File: src/rtl/ppg_pkg.sv
package ppg_pkg;
  typedef enum logic {
    START_SW  = 1'b0,
    START_EXT = 1'b1
  } start_src_e;

  localparam int unsigned SYNC_STAGES = 2;
endpackage

File: src/rtl/ppg_edge_sync.sv
module ppg_edge_sync #(
  parameter int unsigned STAGES = 2
) (
  input  logic clk_i,
  input  logic rst_ni,
  input  logic async_i,
  output logic rise_o
);
  localparam int unsigned LAST = STAGES;

  logic [LAST:0] sh_q;

  always_ff @(posedge clk_i or negedge rst_ni) begin
    if (!rst_ni) sh_q <= '0;
    else         sh_q <= {sh_q[LAST-1:0], async_i};
  end

  // sh_q[LAST-1] is the last synchroniser stage, sh_q[LAST] its delayed copy
  assign rise_o = sh_q[LAST-1] & ~sh_q[LAST];
endmodule

File: src/rtl/ppg_counter.sv
module ppg_counter #(
  parameter int unsigned CNT_W = 16
) (
  input  logic             clk_i,
  input  logic             rst_ni,
  input  logic             clear_i,
  input  logic             run_i,
  input  logic             tick_i,
  input  logic [CNT_W-1:0] period_i,
  input  logic [CNT_W-1:0] width_i,
  output logic             width_hit_o,
  output logic             period_hit_o
);
  logic [CNT_W-1:0] cnt_q;
  logic [CNT_W-1:0] cnt_nx;
  logic             step;

  assign step   = run_i & tick_i;
  assign cnt_nx = cnt_q + 1'b1;

  // compare the value the counter is about to take
  assign period_hit_o = step & (cnt_nx == period_i);
  assign width_hit_o  = step & (cnt_nx == width_i) & ~period_hit_o;

  always_ff @(posedge clk_i or negedge rst_ni) begin
    if (!rst_ni)      cnt_q <= '0;
    else if (clear_i) cnt_q <= '0;
    else if (step)    cnt_q <= period_hit_o ? '0 : cnt_nx;
  end
endmodule

File: src/rtl/ppg_out.sv
module ppg_out (
  input  logic clk_i,
  input  logic rst_ni,
  input  logic seed_i,
  input  logic lvl_i,
  input  logic toggle_i,
  output logic pulse_o
);
  logic tff_q;

  always_ff @(posedge clk_i or negedge rst_ni) begin
    if (!rst_ni)       tff_q <= 1'b0;
    else if (seed_i)   tff_q <= lvl_i;
    else if (toggle_i) tff_q <= ~tff_q;
  end

  assign pulse_o = ~tff_q;
endmodule

File: src/rtl/ppg_timer.sv
module ppg_timer
  import ppg_pkg::*;
#(
  parameter int unsigned CNT_W = 16
) (
  input  logic             clk_i,
  input  logic             rst_ni,
  input  logic             cnt_en_i,
  input  logic             pulse_mode_i,
  input  logic             start_sel_i,
  input  logic             oneshot_i,
  input  logic             init_lvl_i,
  input  logic             sw_start_i,
  input  logic             ext_start_i,
  input  logic             stop_i,
  input  logic [CNT_W-1:0] period_i,
  input  logic [CNT_W-1:0] width_i,
  output logic             pulse_o,
  output logic             irq_o,
  output logic             running_o
);
  logic mode_q;
  logic run_q;
  logic irq_q;
  logic seed;
  logic ext_rise;
  logic start_req;
  logic start_go;
  logic active;
  logic width_hit;
  logic period_hit;
  logic toggle;

  ppg_edge_sync #(.STAGES(SYNC_STAGES)) u_sync (
    .clk_i  (clk_i),
    .rst_ni (rst_ni),
    .async_i(ext_start_i),
    .rise_o (ext_rise)
  );

  // reseed only on an observed timer->pulse mode transition
  assign seed      = pulse_mode_i & ~mode_q;
  assign active    = run_q & pulse_mode_i & ~stop_i;
  assign start_req = (start_src_e'(start_sel_i) == START_EXT) ? ext_rise : sw_start_i;
  assign start_go  = ~run_q & pulse_mode_i & ~stop_i & start_req;
  assign toggle    = width_hit | period_hit;

  ppg_counter #(.CNT_W(CNT_W)) u_cnt (
    .clk_i       (clk_i),
    .rst_ni      (rst_ni),
    .clear_i     (start_go),
    .run_i       (active),
    .tick_i      (cnt_en_i),
    .period_i    (period_i),
    .width_i     (width_i),
    .width_hit_o (width_hit),
    .period_hit_o(period_hit)
  );

  ppg_out u_out (
    .clk_i   (clk_i),
    .rst_ni  (rst_ni),
    .seed_i  (seed),
    .lvl_i   (init_lvl_i),
    .toggle_i(toggle),
    .pulse_o (pulse_o)
  );

  always_ff @(posedge clk_i or negedge rst_ni) begin
    if (!rst_ni) begin
      mode_q <= 1'b1;
      run_q  <= 1'b0;
      irq_q  <= 1'b0;
    end else begin
      mode_q <= pulse_mode_i;
      irq_q  <= toggle;
      if (!pulse_mode_i || stop_i)      run_q <= 1'b0;
      else if (period_hit && oneshot_i) run_q <= 1'b0;
      else if (start_go)                run_q <= 1'b1;
    end
  end

  assign irq_o     = irq_q;
  assign running_o = run_q;
endmodule

File: config.mk
export PLATFORM = sky130hd
export DESIGN_NAME = ppg_timer
export DESIGN_NICKNAME = d
export VERILOG_FILES = /design/src/rtl/ppg_pkg.sv /design/src/rtl/ppg_edge_sync.sv /design/src/rtl/ppg_counter.sv /design/src/rtl/ppg_out.sv /design/src/rtl/ppg_timer.sv
export SDC_FILE = /design/constraint.sdc
export NUM_CORES = 1
export LEC_CHECK = 0
export ABC_AREA = 1
export BUFFER_PORTS_ARGS = -buffer_cell sky130_fd_sc_hd__buf_2
export CAP_MARGIN = 0
export CORE_ASPECT_RATIO = 0.7
export CORE_UTILIZATION = 50
export CTS_CLUSTER_DIAMETER = 100
export DETAILED_ROUTE_END_ITERATION = 12
export PLACE_DENSITY = 0.87
export SETUP_SLACK_MARGIN = 0.4
export SLEW_MARGIN = 5
export SYNTH_ARGS = -nofsm -noshare
export SYNTH_HDL_FRONTEND = slang
export SYNTH_SLANG_ARGS = --single-unit
File: constraint.sdc
create_clock -name clk_i -period 2 [get_ports clk_i]
set_input_delay 0.4 -clock clk_i [delete_from_list [all_inputs] [get_ports clk_i]]
set_output_delay 0.4 -clock clk_i [all_outputs]
set_load 0.02 [all_outputs]
==> flow_summary.yaml, run 1 <==
run_status:
  status: "finished, violations left"
  failed_checks: "negative setup slack"
cells_and_area:
  fin_cells: 468
  antenna_cells: 0
  synthToLayoutAreaGrowth_pct: 32.9
  drive_gt1_frac: 0.397
  nFillCells: 329
  final_core_util: 0.715
  finalNetCount: 460
clock_network:
  ctsHoldBuffers: 0
  cts_buffers: 3
  clkTransAtPathRegs_ns: 0.09
  clockBufferDepth: 2
  cts_tree: "yes"
  h-tree-depth: 1
  cts_sinks: 23
  cts_root_buf: "clkbuf_8"
  clock_latency_ns: 0.28
timing:
  hold_viol_final: 0
  tightest_slew_ns: 0.544
  setup_slack_ns: -0.0976
  fin_crit_ns: 2.10
  fmax_mhz: 477
  finalCritPeriodShare: 1.05
  rsz0062_at_grt: "yes"
  setup_viol: 19
  maxSlewViolCount: 0
  fin_worst_skew_ns: 0.00314
  relSlewSlack: 0.637
  fin_hold_ws_ns: 0.0943
placement:
  dp_hpwl_um: 4710
  dp.cells: 451
  gp_congestion: 0.872
  place_ws_ns: -0.120
  port_buffers: 44
critical_path:
  crit_arrival_ns: 2.27
  cp.required_ns: 2.17
  critical_path.cell_chain: "nand2_1 > nor2_2 > nand3_2 > nand2_2 > buf_4 > nand3b_1 > nand2_1 > nor2_1 > nand2_1 > nor2_4 > nand2_4 > buf_6 > nand2_2 > nand2_1 > nand3_2"
  endpoint_kind: "flip-flop"
  cp_common_cell: "nand2_1"
  cpPeakStageDelay_ns: 0.44
  slowest_stage: "dfrtp_1"
  cp_max_fo: 4
  crit_family: "simple AND/OR/NAND/NOR gates"
  start_kind: "flip-flop"
  critPathKind: "flip-flop to flip-flop"
  cp.buffers_inverters: 2
routing:
  viasPerCell: 5.38
  drt-pass1-iter-count: 4
  ant_nets: 0
  wirelength_um: 6410
  drc: 0
  first_iter_violations: 218
  drt-wirelength-per-cell_um: 13.7
  vias: 2518
global_routing:
  antenna_found_initial: 0
  grt_overflow: 0
  grt_pass1_wl_um: 9840
  grt_max_degree: 24
  grtUsageTotal: 0.280
  grt_pass1_vias: 2221
power:
  total_leakage_power_uw: 0.00159
  power_frac_seq: 0.484
  powerDensity_nw_per_um2: 351
  power_frac_clock: 0.313
  power_frac_comb: 0.203
  power_uw: 1010
  p_sw_frac: 0.297
  p_int_uw: 708
  switchingPower_uw: 299
  ir_worst_vdd_uv: 336
floorplanning:
  initial_core_util: 0.538
  die_y_um: 57
  core_um2: 4020
  num_io_pins: 45
  die_x_um: 80.6
  dieArea_um2: 4590
  core.rowCount: 19
job:
  drv_cap: 0
synth:
  ys_ff_latch: 23
  syn_area_um2: 2160
  syn_nets: 376
  synth.yosys.warnings: 0
  yosysSeqAreaShare: 0.267
  avgSynthCellArea_um2: 6.49
  synth_cell_type_count: 28
  synthCells: 333
min_path:
  hold_class: "input pin to asynchronous set/reset pin"
power by group through the flow:
stage	sequential, uW	clock, uW	combinational (uW)
detailed placement	498	0	188
CTS	487	311	199
global route	489	331	228
finish	488	315	205
global placement	496	0	183
floorplan	499	0	94.7
logic make-up (layout without fill, tap and decap cells):
group                    count (synthesis)  count (layout)  share of synthesized area
AO/OA/AOI/OAI                           24              24                     0.0840
XOR/XNOR                                 3               3                     0.0122
adder cells (fa/ha/maj)                  1               1                    0.00579
buffers and inverters                   54             137                      0.101
flip-flops                              23              23                      0.267
multiplexers                             1               1                    0.00463
AND/OR/NAND/NOR                        227             227                      0.525
metrics by stage:
step | cell area [um^2] | setup TNS (ns)
floorplan | 2190 | 0
global placement | 2630 | -0.578
detailed placement | 2630 | -1.12
CTS | 2780 | -0.955
global route | 2870 | -2.78
finish | 2870 | -1.10
cell usage in the layout (no fill, tap or decap), types with 10 or more instances in the layout:
| cell type | n |
|---|---|
| nand2_1 | 101 |
| inv_1 | 48 |
| buf_2 | 44 |
| nand3_1 | 35 |
| buf_4 | 33 |
| nand2_2 | 25 |
| nor2_1 | 19 |
| dfrtp_1 | 17 |
| nand4_1 | 10 |
| o21ai_2 | 10 |
worst paths after layout:
path	start	cells after the start	endpoint	slack, ns
worst min-delay path	rst_ni	1	u_cnt.cnt_q[11]	0.09
min in group clk_i	ext_start_i	1	u_sync.sh_q[0]	0.22
worst max register to register	u_cnt.cnt_q[9]	15	u_out.tff_q	-0.1
max in group asynchronous	rst_ni	1	u_cnt.cnt_q[1]	1.51
worst max-delay path	u_cnt.cnt_q[9]	15	u_out.tff_q	-0.1
worst min register to register	u_sync.sh_q[0]	0	u_sync.sh_q[1]	0.36
synthesized netlist by cell type:
library cell | number | share of area
xnor2_1 | 1 | 0.0041
nand2_2 | 18 | 0.052
nor2_4 | 6 | 0.031
buf_12 | 1 | 0.0093
clkbuf_1 | 1 | 0.0017
o31ai_1 | 1 | 0.0035
nor2_2 | 2 | 0.0058
o211ai_1 | 1 | 0.0035
ha_1 | 1 | 0.0058
nand4_1 | 10 | 0.029
nand2_4 | 4 | 0.021
nor2_1 | 25 | 0.043
a21oi_1 | 3 | 0.0069
nand4_2 | 1 | 0.0058
inv_2 | 3 | 0.0052
nand3b_1 | 6 | 0.021
dfstp_2 | 1 | 0.012
o21ai_2 | 10 | 0.041
nor2_8 | 2 | 0.019
inv_1 | 49 | 0.085
dfrtp_1 | 22 | 0.25
nand3_2 | 3 | 0.014
nand3_1 | 40 | 0.093
xor2_1 | 2 | 0.0081
o21bai_2 | 3 | 0.016
mux2i_1 | 1 | 0.0046
o21ai_0 | 6 | 0.014
nand2_1 | 110 | 0.19
layout make-up:
cell class / count / area [um^2] / area share
flip-flops and latches: 23 / 583 / 0.203
well taps: 52 / 65.1 / 0.0226
inverters: 52 / 198 / 0.0688
multi-input cells: 256 / 1470 / 0.511
repair buffers: 81 / 513 / 0.179
clock buffers: 3 / 41.3 / 0.0144
clock inverters: 1 / 5.00 / 0.00174
sequential cells by signal, indices dropped and copies added (netlist names):
| register | cells |
|---|---|
| u_sync.sh_q | 3 |
| u_cnt.cnt_q | 16 |
| mode_q | 1 |
| running_o | 1 |
| u_out.tff_q | 1 |
| irq_o | 1 |
routing by layer:
metal | track usage | share of wire | up-vias
li1 | - | - | 1224
met1 | 0.382 | 0.43 | 1151
met2 | 0.465 | 0.47 | 127
met3 | 0.0576 | 0.081 | 16
met4 | 0.0485 | 0.016 | 0
met5 | 0 | 0 | -
timing repair:
item	CTS	global route
endpoints found under the setup margin	19	19
setup buffers	9	4
resized for setup	12	23
cloned	0	0
pin swaps	8	20
(Power assumes the default switching activity.)
==> run 2: changes to the inputs <==
--- a/config.mk
+++ b/config.mk
@@ -13,7 +13,7 @@
 export CTS_CLUSTER_DIAMETER = 100
 export DETAILED_ROUTE_END_ITERATION = 12
 export PLACE_DENSITY = 0.87
-export SETUP_SLACK_MARGIN = 0.4
+export SETUP_SLACK_MARGIN = 0.2
 export SLEW_MARGIN = 5
 export SYNTH_ARGS = -nofsm -noshare
 export SYNTH_HDL_FRONTEND = slang
==> run 2 against run 1 <==
- the flow still finishes with violations (negative setup slack)
- highest routed layer unchanged
- critical path type unchanged
- non-clock buffer count is 4 lower
- global-route usage is 0.12 points higher
- die area stayed put
- count of clock-buffer cells in the layout stayed put
- sequential power hardly changed
- final cell count is 0.64% lower
- via count is 2.1% lower
==> flow_summary.yaml, run 2 (synthesis results as in run 1) <==
run_status:
  status: "finished, violations left"
  failed_checks: "negative setup slack"
cells_and_area:
  drive_gt1_frac: 0.400
  antenna_cells: 0
  largest_register: "u_cnt.cnt_q"
  final_cell_mix: "nand2_1 (102), inv_1 (48), buf_2 (44), nand3_1 (33), buf_4 (33)"
  fin_area_um2: 2860
  largest_reg_flops: 16
  top_regs: "u_cnt.cnt_q (16), u_sync.sh_q (3)"
  layout_commonest_cell: "nand2_1"
  synthToLayoutAreaGrowth_pct: 32.5
  nFillCells: 322
  finalNetCount: 457
clock_network:
  h-tree-depth: 1
  cts_buffers: 3
  clkTransAtPathRegs_ns: 0.09
  cts_root_buf: "clkbuf_8"
  clock_latency_ns: 0.28
  clockBufferDepth: 2
  cts_tree: "yes"
  cts_sinks: 23
routing:
  drc: 0
  drt-wirelength-per-cell_um: 13.9
  vias: 2464
  first_iter_violations: 224
  wirelength_um: 6440
  drt-pass1-iter-count: 4
  ant_nets: 0
  viasPerCell: 5.30
timing:
  setup_slack_ns: -0.152
  fmax_mhz: 465
  fin_crit_ns: 2.15
  relSlewSlack: 0.624
  finalCritPeriodShare: 1.08
  setup_viol: 19
  fin_worst_skew_ns: 0.00922
  hold_viol_final: 0
  rsz0062_at_grt: "yes"
  maxSlewViolCount: 0
  tightest_slew_ns: 0.564
placement:
  gp_congestion: 0.890
  dp_hpwl_um: 4540
  postPlaceCellArea_um2: 2640
  place_ws_ns: -0.0990
  port_buffers: 44
floorplanning:
  die_y_um: 57
  initial_core_util: 0.538
  num_io_pins: 45
  die_x_um: 80.6
  core_um2: 4020
  core.rowCount: 19
  dieArea_um2: 4590
critical_path:
  slowest_stage: "dfrtp_2"
  crit_arrival_ns: 2.30
  crit_family: "simple AND/OR/NAND/NOR gates"
  endpoint_kind: "flip-flop"
  cp.buffers_inverters: 0
  cp_max_fo: 8
  cp.required_ns: 2.15
  critPathKind: "flip-flop to flip-flop"
  critical_path.cell_chain: "ha_4 > nand2_4 > nor2_8 > nand4_2 > nand3b_1 > nand2_2 > nor2_2 > nand2_2 > nor2_4 > nand2_4 > nand2_8 > o21ai_1"
  cpPeakStageDelay_ns: 0.42
  start_kind: "flip-flop"
global_routing:
  top_usage_layer: "met2"
  grt_pass1_vias: 2229
  antenna_found_initial: 0
  grt_max_degree: 24
  met1_usage: 0.371
  grt_overflow: 0
  grt_pass1_wl_um: 9850
  grt_use_met2: 0.460
  grtUsageTotal: 0.281
  grt_use_met3: 0.0768
min_path:
  hold_class: "input pin to asynchronous set/reset pin"
power:
  total_leakage_power_uw: 0.00157
  ir_worst_vdd_uv: 369
  powerDensity_nw_per_um2: 349
  power_uw: 1000
job:
  drv_cap: 0
[run 2: worst reg2reg max path, cell delays in order, from the launching register on]
cell and delay, ns:
dfrtp_2 0.42, ha_4 0.17, nand2_4 0.08, nor2_8 0.20
nand4_2 0.18, nand3b_1 0.17, nand2_2 0.07, nor2_2 0.13
nand2_2 0.10, nor2_4 0.15, nand2_4 0.14, nand2_8 0.14
o21ai_1 0.08
[run 2: cell type report]
class	instances	area, um^2	area share
clock buffer	3	41.3	0.0144
timing repair buffer	77	468	0.163
inverter	52	195	0.0682
clock inverter	1	5.00	0.00175
multi-input combinational	257	1510	0.526
sequential	23	582	0.203
tap	52	65.1	0.0227
[run 2: per-layer routing]
| layer | share of wire | up-vias | wire length, um |
|---|---|---|---|
| li1 | - | 1219 | - |
| met5 | 0 | - | 0 |
| met2 | 0.45 | 118 | 2920 |
| met1 | 0.43 | 1105 | 2750 |
| met3 | 0.095 | 22 | 615 |
| met4 | 0.025 | 0 | 159 |
[run 2: path summary, 6_finish.rpt]
path	start	end	slack, ns	depth (start not counted)
worst max-delay path	u_cnt.cnt_q[0]	u_cnt.cnt_q[15]	-0.15	12
worst min-delay path	rst_ni	u_cnt.cnt_q[6]	0.11	1
worst max register to register	u_cnt.cnt_q[0]	u_cnt.cnt_q[15]	-0.15	12
worst min register to register	u_sync.sh_q[0]	u_sync.sh_q[1]	0.36	0
max in group asynchronous	rst_ni	u_cnt.cnt_q[0]	1.48	1
min in group clk_i	ext_start_i	u_sync.sh_q[0]	0.23	1
[run 2: through the flow]
step	hold WS [ns]	setup TNS (ns)	cells	util
after floorplan	0.104	0	333	-
after global placement	0.333	-0.110	452	0.656
after detailed placement	0.340	-0.857	452	0.656
after CTS	0.121	-0.343	459	0.678
after global routing	0.141	-4.43	465	0.713
final	0.107	-2.13	465	0.713
[run 2: what timing repair did]
item,CTS,global route
pin swaps,2,18
cloned,1,0
setup endpoints to repair,19,19
gates resized for setup,5,30
buffers inserted,2,6
hold buffers,0,0
[run 2: where the power goes]
| part | switching, uW | total, uW | leakage, uW | internal, uW |
|---|---|---|---|---|
| logic | 115 | 204 | 0.00124 | 88.9 |
| registers | 10.4 | 488 | 0.000302 | 478 |
| clock network | 168 | 308 | 0.0000255 | 140 |
